## src/rtl/ppm_pkg.sv

```systemverilog
package ppm_pkg;

  typedef enum logic [2:0] {
    ST_HUNT,
    ST_CH1,
    ST_CH2,
    ST_COMP,
    ST_SYNC2
  } ppmState_e;

  typedef struct packed {
    logic emit;
    logic chanSel;
  } ppmStrobe_t;

endpackage

```

## src/rtl/ppm_datapath.sv

```systemverilog
module ppm_datapath
  import ppm_pkg::*;
#(
  parameter int CNT_W       = 12,
  parameter int TIMEOUT_CYC = 1000,
  parameter int SYNC_STAGES = 2
) (
  input  logic             clk,
  input  logic             rstN,
  input  logic             pulseIn,
  input  logic [CNT_W-1:0] syncGap,
  input  logic [CNT_W-1:0] syncTol,
  input  ppmStrobe_t       strobe,
  output logic             riseEdge,
  output logic             syncMatch,
  output logic             timeoutHit,
  output logic [CNT_W-1:0] sampleData,
  output logic             sampleChan,
  output logic             sampleValid
);

  localparam logic [CNT_W-1:0] CNT_MAX   = {CNT_W{1'b1}};
  localparam logic [CNT_W-1:0] TMO_LIMIT = CNT_W'(TIMEOUT_CYC);

  logic [SYNC_STAGES:0] syncSh;
  logic [CNT_W-1:0]     gapCnt;
  logic [CNT_W-1:0]     gapDist;

  // input synchronizer plus one delay flop for edge detection
  always_ff @(posedge clk) begin
    if (!rstN) syncSh <= '0;
    else       syncSh <= {syncSh[SYNC_STAGES-1:0], pulseIn};
  end

  assign riseEdge = syncSh[SYNC_STAGES-1] & ~syncSh[SYNC_STAGES];

  // interval counter: restarts at 1 on an edge, otherwise climbs and saturates
  always_ff @(posedge clk) begin
    if (!rstN)              gapCnt <= '0;
    else if (riseEdge)      gapCnt <= CNT_W'(1);
    else if (gapCnt != CNT_MAX) gapCnt <= gapCnt + 1'b1;
  end

  always_comb begin
    if (gapCnt >= syncGap) gapDist = gapCnt - syncGap;
    else                   gapDist = syncGap - gapCnt;
  end

  assign syncMatch  = (gapDist <= syncTol);
  assign timeoutHit = (gapCnt >= TMO_LIMIT);

  always_ff @(posedge clk) begin
    if (!rstN) begin
      sampleData  <= '0;
      sampleChan  <= 1'b0;
      sampleValid <= 1'b0;
    end else begin
      sampleValid <= strobe.emit;
      if (strobe.emit) begin
        sampleData <= gapCnt;
        sampleChan <= strobe.chanSel;
      end
    end
  end

  AST_VALID_FOLLOWS_EDGE: assert property (@(posedge clk) disable iff (!rstN)
    sampleValid |-> $past(riseEdge)) else $error("valid without edge");

  AST_VALID_SINGLE: assert property (@(posedge clk) disable iff (!rstN)
    sampleValid |=> !sampleValid) else $error("valid wider than one cycle");

  AST_CNT_SATURATES: assert property (@(posedge clk) disable iff (!rstN)
    (gapCnt == CNT_MAX && !riseEdge) |=> gapCnt == CNT_MAX) else $error("counter wrapped");

endmodule

```

## src/rtl/ppm_control.sv

```systemverilog
module ppm_control
  import ppm_pkg::*;
(
  input  logic       clk,
  input  logic       rstN,
  input  logic       riseEdge,
  input  logic       syncMatch,
  input  logic       timeoutHit,
  output ppmStrobe_t strobe,
  output logic       locked,
  output logic       errFlag
);

  ppmState_e state, stateNext;
  logic      errSet, errClr;

  always_comb begin
    stateNext = state;
    strobe    = '0;
    errSet    = 1'b0;
    errClr    = 1'b0;
    unique case (state)
      ST_HUNT: if (riseEdge && syncMatch) begin
        stateNext = ST_CH1;
        errClr    = 1'b1;
      end
      ST_CH1: if (riseEdge) begin
        stateNext      = ST_CH2;
        strobe.emit    = 1'b1;
        strobe.chanSel = 1'b0;
      end
      ST_CH2: if (riseEdge) begin
        stateNext      = ST_COMP;
        strobe.emit    = 1'b1;
        strobe.chanSel = 1'b1;
      end
      ST_COMP: if (riseEdge) stateNext = ST_SYNC2;
      ST_SYNC2: if (riseEdge) stateNext = syncMatch ? ST_CH1 : ST_HUNT;
      default: stateNext = ST_HUNT;
    endcase
    if (state != ST_HUNT && !riseEdge && timeoutHit) begin
      stateNext = ST_HUNT;
      errSet    = 1'b1;
    end
  end

  always_ff @(posedge clk) begin
    if (!rstN) begin
      state   <= ST_HUNT;
      errFlag <= 1'b0;
    end else begin
      state <= stateNext;
      if (errSet)      errFlag <= 1'b1;
      else if (errClr) errFlag <= 1'b0;
    end
  end

  assign locked = (state != ST_HUNT);

  AST_LOCK_NEEDS_MATCH: assert property (@(posedge clk) disable iff (!rstN)
    $rose(locked) |-> $past(riseEdge && syncMatch)) else $error("lock without sync match");

  AST_SYNC_MISS_UNLOCKS: assert property (@(posedge clk) disable iff (!rstN)
    (state == ST_SYNC2 && riseEdge && !syncMatch) |=> (!locked && !errFlag)) else $error("sync miss kept lock");

  AST_ERR_ONLY_UNLOCKED: assert property (@(posedge clk) disable iff (!rstN)
    errFlag |-> !locked) else $error("error while locked");

  AST_EMIT_ONLY_LOCKED: assert property (@(posedge clk) disable iff (!rstN)
    strobe.emit |-> locked) else $error("sample while hunting");

endmodule

```

## src/rtl/ppm_decoder.sv

```systemverilog
module ppm_decoder
  import ppm_pkg::*;
#(
  parameter int CNT_W       = 12,
  parameter int TIMEOUT_CYC = 1000,
  parameter int SYNC_STAGES = 2
) (
  input  logic             clk,
  input  logic             rstN,
  input  logic             pulseIn,
  input  logic [CNT_W-1:0] syncGap,
  input  logic [CNT_W-1:0] syncTol,
  output logic [CNT_W-1:0] sampleData,
  output logic             sampleChan,
  output logic             sampleValid,
  output logic             locked,
  output logic             errFlag
);

  ppmStrobe_t strobe;
  logic       riseEdge;
  logic       syncMatch;
  logic       timeoutHit;

  ppm_datapath #(
    .CNT_W      (CNT_W),
    .TIMEOUT_CYC(TIMEOUT_CYC),
    .SYNC_STAGES(SYNC_STAGES)
  ) u_datapath (
    .clk        (clk),
    .rstN       (rstN),
    .pulseIn    (pulseIn),
    .syncGap    (syncGap),
    .syncTol    (syncTol),
    .strobe     (strobe),
    .riseEdge   (riseEdge),
    .syncMatch  (syncMatch),
    .timeoutHit (timeoutHit),
    .sampleData (sampleData),
    .sampleChan (sampleChan),
    .sampleValid(sampleValid)
  );

  ppm_control u_control (
    .clk       (clk),
    .rstN      (rstN),
    .riseEdge  (riseEdge),
    .syncMatch (syncMatch),
    .timeoutHit(timeoutHit),
    .strobe    (strobe),
    .locked    (locked),
    .errFlag   (errFlag)
  );

endmodule

```

## config.mk

```make
export PLATFORM = sky130hd
export DESIGN_NAME = ppm_decoder
export DESIGN_NICKNAME = d
export VERILOG_FILES = /design/src/rtl/ppm_pkg.sv /design/src/rtl/ppm_datapath.sv /design/src/rtl/ppm_control.sv /design/src/rtl/ppm_decoder.sv
export SDC_FILE = /design/constraint.sdc
export NUM_CORES = 1
export LEC_CHECK = 0
export ABC_AREA = 1
export BUFFER_PORTS_ARGS = -buffer_cell sky130_fd_sc_hd__buf_2
export CORE_ASPECT_RATIO = 0.75
export CORE_MARGIN = 1
export CORE_UTILIZATION = 53
export CTS_CLUSTER_SIZE = 25
export DETAILED_ROUTE_END_ITERATION = 6
export GPL_TIMING_DRIVEN = 0
export PLACE_DENSITY_LB_ADDON = 0.15
export SLEW_MARGIN = 30
export SYNTH_ARGS = -nofsm -noshare
export SYNTH_HDL_FRONTEND = slang
export SYNTH_HIERARCHICAL = 1
export SYNTH_SLANG_ARGS = --single-unit
```

## constraint.sdc

```tcl
create_clock -name clk -period 2.96 [get_ports clk]
set_input_delay 0.296 -clock clk [delete_from_list [all_inputs] [get_ports clk]]
set_output_delay 0.296 -clock clk [all_outputs]
set_load 0.05 [all_outputs]
```

Yosys cells after proc, flatten, opt, wreduce, memory -nomap -nowiden
Index checks and enable logic that the tools add are counted.
{"block": "classes", "n_addsub": 3, "order_cmp": 3, "eq_ne": 10, "mux": 18, "n_bitwise": 3, "reduce_logical": 11}
{"op": "subtractor 12 bit", "n": 2}
{"op": "two-way mux 3 bit", "n": 5}
{"op": "case mux 3 bit (5 select lines)", "n": 1}
{"op": "adder 12 x 1 -> 12 bit, second input constant", "n": 1}
{"op": "greater-or-equal comparator 12 x 10 -> 1 bit, second input constant", "n": 1}
{"op": "greater-or-equal comparator 12 bit", "n": 1}
{"op": "less-or-equal comparator 12 bit", "n": 1}
{"op": "two-way mux 12 bit", "n": 1}
{"op": "inequality test 12 bit, second input constant", "n": 1}
{"op": "inequality test 2 x 1 -> 1 bit, second input constant", "n": 5}
{"op": "two-way mux 1 bit", "n": 8}
{"op": "== test 3 x 2 -> 1 bit, second input constant", "n": 2}
{"op": "AND reduction 5 bit", "n": 1}
{"op": "two-way mux 2 bit", "n": 2}
{"op": "case mux 2 bit (2 select lines)", "n": 1}
{"op": "nonzero test 2 bit", "n": 2}
{"op": "OR reduction 2 bit", "n": 2}
{"op": "== test 3 x 1 -> 1 bit, second input constant", "n": 1}
{"op": "== test 3 bit, second input constant", "n": 1}
{"op": "logical AND 1 bit", "n": 3}
{"op": "zero test 3 bit", "n": 1}
{"op": "nonzero test 3 bit", "n": 1}
{"op": "NOT 1 bit", "n": 2}
{"op": "AND 1 bit", "n": 1}
{"op": "zero test 1 bit", "n": 1}
{"block": "totals", "reg_bits": 33, "in_bits": 27, "out_inout_bits": 16, "elab_cells": 56}

Longest topological paths before layout
{"block": "logic_depth", "ltp_word": 8, "ltp_mapped": 27, "mapped_depth_nobuf": 27}

Modules after synthesis
Netlist, hierarchy kept.
{"mod": "ppm_datapath", "n_inst": 1, "cells_each": 482, "area_per_inst_um2": 2925.3, "seq_area_each_um2": 580.6}
{"mod": "ppm_control", "n_inst": 1, "cells_each": 40, "area_per_inst_um2": 251.5, "seq_area_each_um2": 80.1}

Worst setup path before layout
Ideal clock, no wire load.
{"block": "synth_path", "path_kind": "reg2reg", "start": "register u_datapath.gapCnt[0]", "end": "register u_control.state[0]", "setup_ns": 0.113, "t_arrival_ns": 3.044, "required_time_ns": 2.847, "setup_slack_ns": -0.196, "path_stages_with_launch": 27, "n_path_buf": 0, "period_less_slack_ns": 3.156, "path_cell_list": "dfxtp_1 -> inv_1 -> ha_1 -> inv_1 -> fa_1 -> inv_1 -> nor2_2 -> nor2_4 -> nand2_1 -> nand2_2 -> inv_1 -> nor2_4 -> nand2_1 -> nand3_1 -> nand2_1 -> ha_1 -> nand4_1 -> nor3_1 -> nand2_1 -> o211ai_1 -> nand2_1 -> nand2_1 -> nand3_1 -> nand2_1 -> nand2_1 -> nand2_1 -> nor2_1"}
{"block": "synth_between", "elab_chain_cells": 6, "elab_cells_between_ends": 14, "classes_between": "2 x add/sub; 3 x order compare; 1 x eq/ne; 4 x mux; 4 x reduce/logical"}
{"item": "from (decl)", "line_no": "ppm_datapath.sv:26", "source": "logic [CNT_W-1:0] gapCnt;"}
{"item": "from (signal assigned)", "line_no": "ppm_datapath.sv:41", "source": "else if (gapCnt != CNT_MAX) gapCnt <= gapCnt + 1'b1;"}
{"item": "subtractor 12 bit (tied with other cells)", "line_no": "ppm_datapath.sv:46", "source": "else gapDist = syncGap - gapCnt;"}
{"item": "two-way mux 12 bit (*)", "line_no": "ppm_datapath.sv:45", "source": "if (gapCnt >= syncGap) gapDist = gapCnt - syncGap;"}
{"item": "less-or-equal comparator 12 bit (*)", "line_no": "ppm_datapath.sv:49", "source": "assign syncMatch = (gapDist <= syncTol);"}
{"item": "via syncMatch", "line_no": "ppm_decoder.sv:22", "source": "logic syncMatch;"}
{"item": "two-way mux 1 bit / logical AND 1 bit (equally long branches)", "line_no": "ppm_control.sv:38, ppm_control.sv:23"}
{"item": "two-way mux 3 bit / inequality test 2 x 1 -> 1 bit (equally long branches)"}
{"item": "case mux 3 bit (5 select lines) / AND reduction 5 bit (equally long branches)"}
{"item": "to (signal assigned)", "line_no": "ppm_control.sv:52", "source": "state <= stateNext;"}
{"item": "to (decl)", "line_no": "ppm_control.sv:14", "source": "ppmState_e state, stateNext;"}
Mark *: on every way through the listed nets, which the timed path passes. The rest lies on a longest branch. The select of a mux whose other input is x is not followed.
A chain may end at the register's enable or synchronous reset.

Worst setup path after layout
{"block": "layout_path", "start": "register u_datapath.gapCnt[0]", "end": "register u_control.state[1]"}
{"block": "layout_between", "elab_chain_cells": 6, "elab_cells_between_ends": 11, "classes_between": "2 x add/sub; 3 x order compare; 1 x eq/ne; 1 x mux; 4 x reduce/logical"}
{"item": "subtractor 12 bit (tied with other cells)", "line_no": "ppm_datapath.sv:46"}
{"item": "two-way mux 12 bit (*)", "line_no": "ppm_datapath.sv:45"}
{"item": "less-or-equal comparator 12 bit (*)", "line_no": "ppm_datapath.sv:49"}
{"item": "via syncMatch", "line_no": "ppm_decoder.sv:22"}
{"item": "logical AND 1 bit (*)", "line_no": "ppm_control.sv:23", "source": "ST_HUNT: if (riseEdge && syncMatch) begin"}
{"item": "inequality test 2 x 1 -> 1 bit (no source line) (*)"}
{"item": "AND reduction 5 bit (no source line) (*)"}
Mark *: on every way through the listed nets, which the timed path passes. The rest lies on a longest branch.

==> results.toml <==
[run_status]
status = "finished with violations"
violations = "setup timing"

[sta]
rsz0062_at_grt = "true"
relSlewSlack_pct = 57.1
finalSetupViolCount = 3
slew_violations = 0
setup_slack_ns = -0.364
skew_ns = 0.00259
min_period_ns = 3.32
final_hold_viol_count = 0
fmax_mhz = 301
period_share_pct = 112
worstMarginPinSlew_ns = 0.641

[placement]
hpwlAfterDp_um = 6530
port_buffers = 42
dpl_worst_slack_ns = -0.690
place_congestion = 0.882

[cells_and_area]
area_growth_pct = 20.5
n_antenna_cell = 0
nFillCells = 549
multi_input_area_mm2 = 0.00221
final_common_cell = "nand2_1"
nets = 650
regArea_um2 = 667
final_cell_mix = "152 x nand2_1, 100 x inv_1, 42 x buf_2, 34 x a21oi_1"
final_core_util_pct = 66.0
drive_above_1_share_pct = 19.7

[synth]
synthesis.area_mm2 = 0.00318
ys_seq_area_share_pct = 20.8
syn_area_per_cell_um2 = 6.09
netlist_instances = 522
ys_types = 33
synth-async-reset-ratio_pct = 0
synthTopCellsByArea = "dfxtp_1 21%, nand2_1 19%, ha_1 15%"
ys_ff_latch = 33
synth_edf_count = 0
yosys_most_used_dff = "dfxtp_1"
ys_warn_count = 6
syn-num-nets = 588
synth_top_area_share_pct = 20.8
synth_top_area_cell = "dfxtp_1"

[floorplanning]
core_area_mm2 = 0.00580
start_util_pct = 54.8
die_w_um = 91.4
die_area_mm2 = 0.00631
ios = 43
die_h_um = 69.1
placementRows = 24

[detailed_routing]
ant_nets = 0
wl_um = 8080
post_drt_wl_per_cell_um = 12.2
drc_errors = 0
vias = 3361
first_iter_violations = 278
first_pass_iters = 5
viasPerCell = 5.07

[setup_path]
crit_type = "flop to flop"
cp-end-kind = "flop"
cp_top_family = "simple AND/OR/NAND/NOR gates"
worstReg2RegEnd = "u_control/state[1]$_SDFFE_PP0P_"
crit_buf_inv = 6
worstPathRequired_ns = 3.14
rrSetupSlack_ns = -0.36
r2r_start = "u_datapath/gapCnt[0]$_SDFFE_PN0P_"
start_kind = "flop"
cpMaxStageDelayCell = "fa_2"
arrival_ns = 3.50
ff2ff_path_depth = 27
cp_max_fo = 6
max_stage_delay_ns = 0.40

[clocking]
clock-sinks = 33
holdBufCountCts = 0
cts_made_buffers = 5
htreeDepth = 2
clkTransAtPathRegs_ns = 0.07
cts_tree = "done"
cts_buffer_depth = 2
root_buffer = "clkbuf_8"
clock_latency_ns = 0.28

[run]
max_cap_violations = 0

[hold_path]
worstHoldStart = "pulseIn"
hold_end = "u_datapath/syncSh[0]$_SDFF_PN0_"
hold_depth = 3
hold_class = "input port to flop"

[global_route]
grt_max_degree = 12
track_usage_pct = 26.1
grt_pass1_vias = 2950
antenna_found_initial = 0
gr-total-overflow = 0
grt_pass1_wl_um = 13500

[power]
total_power_w = 0.00113
power_density_mw_per_mm2 = 295
ir_worst_vdd_v = 0.000244
p_leak_nw = 2.17
flip-flops by register name, summed over array words and instances, names as in the netlist:
register	count
u_datapath/sampleChan	1
u_datapath/syncSh	3
u_datapath/sampleData	12
u_control/state	3
u_datapath/sampleValid	1
u_control/errFlag	1
u_datapath/gapCnt	12
timing repair:
action / CTS / global route
setup buffers: 10 / 3
resized for setup: 6 / 27
endpoints found under the setup margin: 3 / 3
pin swaps: 13 / 11
power breakdown:
group          total (W)  internal [W]  switching (W)
Sequential      0.000456      0.000450     0.00000602
Combinational   0.000342      0.000140       0.000202
Clock           0.000331      0.000162       0.000169
Total            0.00113      0.000752       0.000377
cell families after synthesis:
logic type / share of synthesized area, %
adder cells (fa/ha/maj): 15.8
XOR/XNOR: 3.03
AND/OR/NAND/NOR: 34.8
AO/OA/AOI/OAI: 11.3
flip-flops: 20.8
buffers and inverters: 14.2
synthesized netlist by cell type, types with 5 or more instances:
cell type and count:
a21oi_1 35, dfxtp_1 33, ha_1 37, inv_1 105, nand2_1 164, nand3_1 35, nor2_1 31, nor3_1 5
o21ai_0 24, xor2_1 8
worst register-to-register path, stage by stage (launching register included):
cell	delay [ns]
dfxtp_4	0.36
inv_4	0.06
ha_4	0.12
inv_4	0.03
fa_2	0.40
inv_2	0.08
nor2_4	0.04
nor2_4	0.08
nand2_2	0.09
nand2_4	0.10
inv_2	0.04
nor2_4	0.19
buf_6	0.16
nand2_1	0.06
nand2_1	0.06
inv_1	0.04
ha_1	0.30
nand2_2	0.07
nor3_2	0.21
nand2_1	0.09
o211ai_1	0.10
nand2_2	0.12
nand2_2	0.09
nand3_2	0.06
nand2_2	0.10
nand2_1	0.05
nand2_1	0.06
nor2_1	0.04
metrics by stage:
step                      cells  setup TNS (ns)  instance area [µm²]  hold WS [ns]
final                       663          -0.991                 3830         0.202
after global placement      642           -1.87                 3530         0.393
after detailed placement    642           -2.04                 3530         0.398
after CTS                   660          -0.836                 3700         0.190
after global routing        663           -1.85                 3830         0.206
after floorplan             522          -0.106                 3220         0.390
final cells by class:
cell class	instances	share of cell area [%]
Timing Repair Buffer	55	8.14
Multi-Input combinational cell	375	57.7
Sequential cell	33	17.4
Inverter	107	10.6
Clock buffer	5	1.80
Tap cell	78	2.55
Clock inverter	3	0.458
Buffer	7	1.27
layer usage:
| metal | track usage [%] | share of wire [%] | vias up |
|---|---|---|---|
| met2 | 38.2 | 41 | 110 |
| met5 | 0 | 0 | - |
| met3 | 3.53 | 7.1 | 4 |
| met4 | 3.88 | 0.61 | 0 |
| li1 | - | - | 1741 |
| met1 | 40.8 | 51 | 1506 |
worst max-delay path by stage:
stage                                            startpoint                         endpoint  cells after the start
final                     u_datapath/gapCnt[0]$_SDFFE_PN0P_  u_control/state[1]$_SDFFE_PP0P_                     27
after global placement    u_datapath/gapCnt[0]$_SDFFE_PN0P_  u_control/state[1]$_SDFFE_PP0P_                     25
after floorplan           u_datapath/gapCnt[0]$_SDFFE_PN0P_  u_control/state[1]$_SDFFE_PP0P_                     26
after detailed placement  u_datapath/gapCnt[0]$_SDFFE_PN0P_  u_control/state[1]$_SDFFE_PP0P_                     25
after global routing      u_datapath/gapCnt[0]$_SDFFE_PN0P_  u_control/state[0]$_SDFFE_PP0P_                     26
after CTS                 u_datapath/gapCnt[0]$_SDFFE_PN0P_  u_control/state[0]$_SDFFE_PP0P_                     26
Note: power is estimated with default switching activity, not from simulation.
